<file path="src/rtl/sdac_pkg.sv">
package sdac_pkg;
  typedef enum logic [1:0] {
    MODE_RUN    = 2'b00,
    MODE_HIZ    = 2'b01,
    MODE_WEAK   = 2'b10,
    MODE_STRONG = 2'b11
  } sdac_mode_e;

  // One-hot termination: bit index equals the mode code
  function automatic logic [3:0] sdac_term_onehot(input logic [1:0] m);
    return 4'b0001 << m;
  endfunction

  function automatic logic sdac_is_powerdown(input logic [1:0] m);
    return m != MODE_RUN;
  endfunction
endpackage

</file>
<file path="src/rtl/sdac_sync.sv">
module sdac_sync #(
  parameter int          WIDTH   = 3,
  parameter int          STAGES  = 2,
  parameter logic [WIDTH-1:0] RST_VAL = '1
) (
  input  logic             clk,
  input  logic             rst_n,
  input  logic [WIDTH-1:0] d_async,
  output logic [WIDTH-1:0] q_lvl,
  output logic [WIDTH-1:0] q_fall
);
  logic [WIDTH-1:0] stg [STAGES];
  logic [WIDTH-1:0] q_prev;

  genvar s;
  generate
    for (s = 0; s < STAGES; s++) begin : g_stage
      always_ff @(posedge clk or negedge rst_n) begin
        if (!rst_n) stg[s] <= RST_VAL;
        else if (s == 0) stg[s] <= d_async;
        else stg[s] <= stg[(s == 0) ? 0 : s-1];
      end
    end
  endgenerate

  always_ff @(posedge clk or negedge rst_n) begin
    if (!rst_n) q_prev <= RST_VAL;
    else        q_prev <= stg[STAGES-1];
  end

  assign q_lvl  = stg[STAGES-1];
  assign q_fall = q_prev & ~stg[STAGES-1];
endmodule

</file>
<file path="src/rtl/sdac_shifter.sv">
module sdac_shifter #(
  parameter int FRAME_BITS = 24,
  localparam int CNT_W = $clog2(FRAME_BITS + 1)
) (
  input  logic                  clk,
  input  logic                  rst_n,
  input  logic                  sel_lvl,
  input  logic                  sel_fall,
  input  logic                  sclk_fall,
  input  logic                  din_lvl,
  output logic                  frame_done,
  output logic [FRAME_BITS-1:0] frame_word,
  output logic [CNT_W-1:0]      bit_cnt
);
  localparam logic [CNT_W-1:0] LAST = CNT_W'(FRAME_BITS - 1);

  logic armed;

  always_ff @(posedge clk or negedge rst_n) begin
    if (!rst_n) begin
      armed      <= 1'b0;
      bit_cnt    <= '0;
      frame_word <= '0;
      frame_done <= 1'b0;
    end else begin
      frame_done <= 1'b0;
      if (sel_lvl) begin
        armed   <= 1'b0;
        bit_cnt <= '0;
      end else if (sel_fall) begin
        armed   <= 1'b1;
        bit_cnt <= '0;
      end else if (armed && sclk_fall) begin
        frame_word <= {frame_word[FRAME_BITS-2:0], din_lvl};
        if (bit_cnt == LAST) begin
          frame_done <= 1'b1;
          armed      <= 1'b0;
          bit_cnt    <= '0;
        end else begin
          bit_cnt <= bit_cnt + 1'b1;
        end
      end
    end
  end
endmodule

</file>
<file path="src/rtl/sdac_regs.sv">
module sdac_regs
  import sdac_pkg::*;
#(
  parameter int FRAME_BITS = 24,
  parameter int CODE_W     = 16,
  parameter bit RESET_MID  = 1'b1
) (
  input  logic                  clk,
  input  logic                  rst_n,
  input  logic                  frame_done,
  input  logic [FRAME_BITS-1:0] frame_word,
  output logic [CODE_W-1:0]     dac_code,
  output logic [1:0]            op_mode,
  output logic                  upd_stb
);
  localparam logic [CODE_W-1:0] POR_CODE =
    RESET_MID ? {1'b1, {(CODE_W-1){1'b0}}} : '0;
  localparam int MODE_LSB = CODE_W;

  logic       is_reset;
  logic [1:0] new_mode;

  assign is_reset = &frame_word;
  assign new_mode = frame_word[MODE_LSB+1:MODE_LSB];

  always_ff @(posedge clk or negedge rst_n) begin
    if (!rst_n) begin
      dac_code <= POR_CODE;
      op_mode  <= MODE_RUN;
      upd_stb  <= 1'b0;
    end else begin
      upd_stb <= frame_done;
      if (frame_done) begin
        if (is_reset) begin
          dac_code <= POR_CODE;
          op_mode  <= MODE_RUN;
        end else begin
          op_mode <= new_mode;
          if (!sdac_is_powerdown(new_mode))
            dac_code <= frame_word[CODE_W-1:0];
        end
      end
    end
  end
endmodule

</file>
<file path="src/rtl/serial_dac_frontend.sv">
module serial_dac_frontend
  import sdac_pkg::*;
#(
  parameter int FRAME_BITS  = 24,
  parameter int CODE_W      = 16,
  parameter int SYNC_STAGES = 2,
  parameter bit RESET_MID   = 1'b1
) (
  input  logic              clk,
  input  logic              rst_n,
  input  logic              sel_n,
  input  logic              sclk,
  input  logic              sdin,
  output logic [CODE_W-1:0] dac_code,
  output logic [1:0]        op_mode,
  output logic [3:0]        term_sel,
  output logic              upd_stb
);
  localparam int CNT_W = $clog2(FRAME_BITS + 1);

  logic [2:0]            s_lvl, s_fall;
  logic                  frame_done;
  logic [FRAME_BITS-1:0] frame_word;
  logic [CNT_W-1:0]      bit_cnt;

  // index 2: select, 1: serial clock, 0: data
  sdac_sync #(.WIDTH(3), .STAGES(SYNC_STAGES), .RST_VAL(3'b111)) u_sync (
    .clk(clk), .rst_n(rst_n), .d_async({sel_n, sclk, sdin}),
    .q_lvl(s_lvl), .q_fall(s_fall)
  );

  sdac_shifter #(.FRAME_BITS(FRAME_BITS)) u_shift (
    .clk(clk), .rst_n(rst_n),
    .sel_lvl(s_lvl[2]), .sel_fall(s_fall[2]),
    .sclk_fall(s_fall[1]), .din_lvl(s_lvl[0]),
    .frame_done(frame_done), .frame_word(frame_word), .bit_cnt(bit_cnt)
  );

  sdac_regs #(.FRAME_BITS(FRAME_BITS), .CODE_W(CODE_W), .RESET_MID(RESET_MID)) u_regs (
    .clk(clk), .rst_n(rst_n),
    .frame_done(frame_done), .frame_word(frame_word),
    .dac_code(dac_code), .op_mode(op_mode), .upd_stb(upd_stb)
  );

  assign term_sel = sdac_term_onehot(op_mode);
endmodule

</file>
<file path="config.mk">
export PLATFORM = sky130hd
export DESIGN_NAME = serial_dac_frontend
export DESIGN_NICKNAME = d
export VERILOG_FILES = /design/src/rtl/sdac_pkg.sv /design/src/rtl/sdac_sync.sv /design/src/rtl/sdac_shifter.sv /design/src/rtl/sdac_regs.sv /design/src/rtl/serial_dac_frontend.sv
export SDC_FILE = /design/constraint.sdc
export NUM_CORES = 1
export LEC_CHECK = 0
export BUFFER_PORTS_ARGS = -buffer_cell sky130_fd_sc_hd__buf_2
export CELL_PAD_IN_SITES_DETAIL_PLACEMENT = 0
export CELL_PAD_IN_SITES_GLOBAL_PLACEMENT = 1
export CORE_MARGIN = 2
export CORE_UTILIZATION = 47
export DETAILED_ROUTE_END_ITERATION = 8
export GPL_TIMING_DRIVEN = 0
export HOLD_SLACK_MARGIN = 0.06
export PLACE_DENSITY_LB_ADDON = 0.1
export SYNTH_ARGS = -nofsm -noshare
export SYNTH_HDL_FRONTEND = slang
export SYNTH_SLANG_ARGS = --single-unit
</file>
<file path="constraint.sdc">
create_clock -name clk -period 5.3 [get_ports clk]
set_clock_uncertainty 0.05 [all_clocks]
set_input_delay 1.06 -clock clk [delete_from_list [all_inputs] [get_ports clk]]
set_output_delay 1.06 -clock clk [all_outputs]
set_load 0.02 [all_outputs]
</file>
==> reports/qor.yml <==
min_path:
  hold_path_class: "register to register"
routing:
  wl_per_cell_um: 14.0
  met2WireLength_mm: 2.06
  route.antenna.remaining_nets: 0
  met1_length_mm: 1.87
  drtIter0Drc: 58
  drc: 0
  wl_met3_um: 156
  routed.top_layer: "met4"
  finalWirelength_mm: 4.19
  firstDrtPassIters: 4
  viasPerCell: 5.26
  via_count: 1574
cells_and_area:
  design_area_sq_um: 2720
  fin_nets: 233
  diodes: 0
  area_delta_synth_final_pct: 16.5
  final_layout_size_suffix_gt1_share_pct: 36.6
  fillCellCount: 428
  multi_input_area_sq_um: 813
  ff_latch_area_sq_um: 1460
place:
  gp_congestion: 0.758
  portBuffers: 27
  dp.final_hpwl_mm: 2.88
  placed_cell_area_sq_um: 2550
  pre_cts_slack_ns: 3.07
power:
  p_per_area_nw_per_um2: 300
  fin_total_pwr_uw: 815
  power_leakage_uw: 0.00130
  vdd_drop_max_uv: 169
yosys:
  ys_ff_latch: 58
  synth.avg_cell_area_sq_um: 12.3
  synth-simple-area-share_pct: 11.5
  synthArstFlopShare_pct: 100
  synth_fa_ha_area_share_pct: 0.537
  syn_nets: 195
  synth-seq-area-share_pct: 62.7
  muxShareOfSynthArea_pct: 12.0
  yosysWarnings: 0
  ys.flop_type: "dfrtp_1"
  synth_compound_area_share_pct: 9.66
  syn_inst: 189
  synth_edf_count: 0
  synth_top_family_by_area: "multiplexers"
  synth_xor_area_share_pct: 1.13
  synth_cell_types: 32
  syn_area_sq_um: 2330
setup_path:
  worstPathArrival_ns: 1.04
  worstRegToRegCells: 5
  path_class: "register to output pin"
  crit_chain: "buf_2"
  crit_path_end: "dac_code[15]"
  slowest_stage: "dfstp_2"
  max_stage_delay_ns: 0.55
  r2r_start: "u_sync.q_lvl[1]"
  critPathTopFamily: "flip-flops"
  path_buf_inv: 1
  r2r_end: "u_shift.frame_word[8]"
  crit_path_end_kind: "output pin"
  critPathLaunch: "u_regs.dac_code[15]"
  cp_max_fo: 4
  rrSetupSlack_ns: 3.41
  start_kind: "register"
  required_ns: 4.19
  cp_num_cells: 1
global_routing:
  grt_pass1_vias: 1560
  grt.total_usage_pct: 17.2
  grt_pass1_wl_mm: 6.99
  antenna_found_initial: 0
  gr-total-overflow: 0
  grt_max_degree: 59
clock_tree:
  cts-root-buf: "clkbuf_8"
  worstSkewPairLatency_ns: 0.33
  cts_tree: "built"
  postCtsSetupBuffers: 0
  clk_pin_slew_worst_paths_ns: 0.06
  clkSinkCount: 58
  numCtsBuffers: 9
  cts_max_level: 3
  post_cts_resized: 0
  clockBufferDepth: 2
  hold_buffers: 0
run_status:
  outcome: "completed"
timing:
  hold_viol_final: 0
  period_minus_slack_ns: 2.15
  rsz0062_at_grt: "no"
  fin_ws_ns: 3.15
  fmax_mhz: 464
  slew_viol_final: 0
  fin_crit_sh_pct: 40.6
  tns_ns: 0
  setup_viol: 0
  slew_headroom_pct: 18.4
  worstMarginPinSlew_ns: 1.22
floorplan:
  rows: 25
  die_h_um: 74.4
  core_sq_um: 4750
  start_util_pct: 49.0
  die_area_sq_um: 5540
  die_w_um: 74.4
  io-pin-count: 28
flow_run:
  maxCapViolations: 0
-- synth_stat cells, drive strengths merged, types with 2 or more instances --
library cell	n	share of area, %
a21oi	2	0.43
a22oi	15	4.8
buf	6	1.4
clkbuf	3	0.48
dfrtp	49	53
dfstp	9	10
inv	2	0.32
mux2	24	12
nand2	21	3.4
nand3	3	0.64
nand4	8	2.1
nor2	11	2.1
nor2b	2	0.54
nor3	2	0.43
o21ai	15	3.2
o22ai	2	0.54
or2	3	0.81
xor2	2	0.75
-- cell usage in the layout, fill, tap and decap left out, drive strengths merged, types with 3 or more instances in the layout --
cell,synthesis,routed
dfrtp,49,49
buf,6,33
mux2,24,24
nand2,21,21
a22oi,15,15
clkbuf,3,15
o21ai,15,15
nor2,11,11
dfstp,9,9
nand4,8,8
clkinv,1,5
nand3,3,3
or2,3,3
-- sequential cells by signal, summed over array words and instances (netlist names) --
register and cells:
u_shift.armed 1, u_sync.q_prev 2, u_sync.q_lvl 3, u_shift.bit_cnt 5
u_regs.op_mode 2, u_regs.upd_stb 1, u_shift.frame_done 1, u_sync.stg 3
u_shift.frame_word 24, u_regs.dac_code 16
-- cells by family (layout without fill, tap and decap cells) --
group	after synthesis	after routing
AO/OA/AOI/OAI	36	36
XOR/XNOR	3	3
adder cells (fa/ha/maj)	1	1
buffers and inverters	12	55
flip-flops	58	58
multiplexers	25	25
AND/OR/NAND/NOR	54	54
-- layer usage --
layer	vias up	track usage [%]
met2	35	27.2
met1	779	20.4
met5	-	0
met4	0	12.1
li1	750	-
met3	10	4.47
-- worst min-delay path by stage --
stage,start,to,slack (ns),cells past startpoint
after floorplan,u_sync.stg[3],u_sync.q_lvl[0],0.30,0
after global placement,u_sync.stg[5],u_sync.q_lvl[2],0.30,0
after detailed placement,u_sync.stg[3],u_sync.q_lvl[0],0.30,0
after CTS,u_sync.stg[4],u_sync.q_lvl[1],0.31,0
after global routing,u_sync.stg[5],u_sync.q_lvl[2],0.31,0
final,u_sync.stg[4],u_sync.q_lvl[1],0.31,0
-- metrics by stage --
stage	utilization (%)	std cells	hold slack, ns
after floorplan	-	189	0.295
final	57.1	299	0.306
after global routing	57.1	299	0.310
after global placement	53.6	283	0.299
after detailed placement	53.6	283	0.297
after CTS	57.1	299	0.309
-- layout make-up --
| type | count | area share, % |
|---|---|---|
| sequential | 58 | 53.9 |
| multi-input combinational | 119 | 30.0 |
| clock buffer | 12 | 5.35 |
| timing repair buffer | 27 | 4.98 |
| tap | 67 | 3.09 |
| buffer | 9 | 1.61 |
| clock inverter | 4 | 0.737 |
| inverter | 3 | 0.415 |
-- power by group --
group          switching (uW)  internal [uW]
combinational            11.8           6.10
sequential               5.91            453
clock                     159            179
total                     177            638
Power figures use the tool's default switching activity.
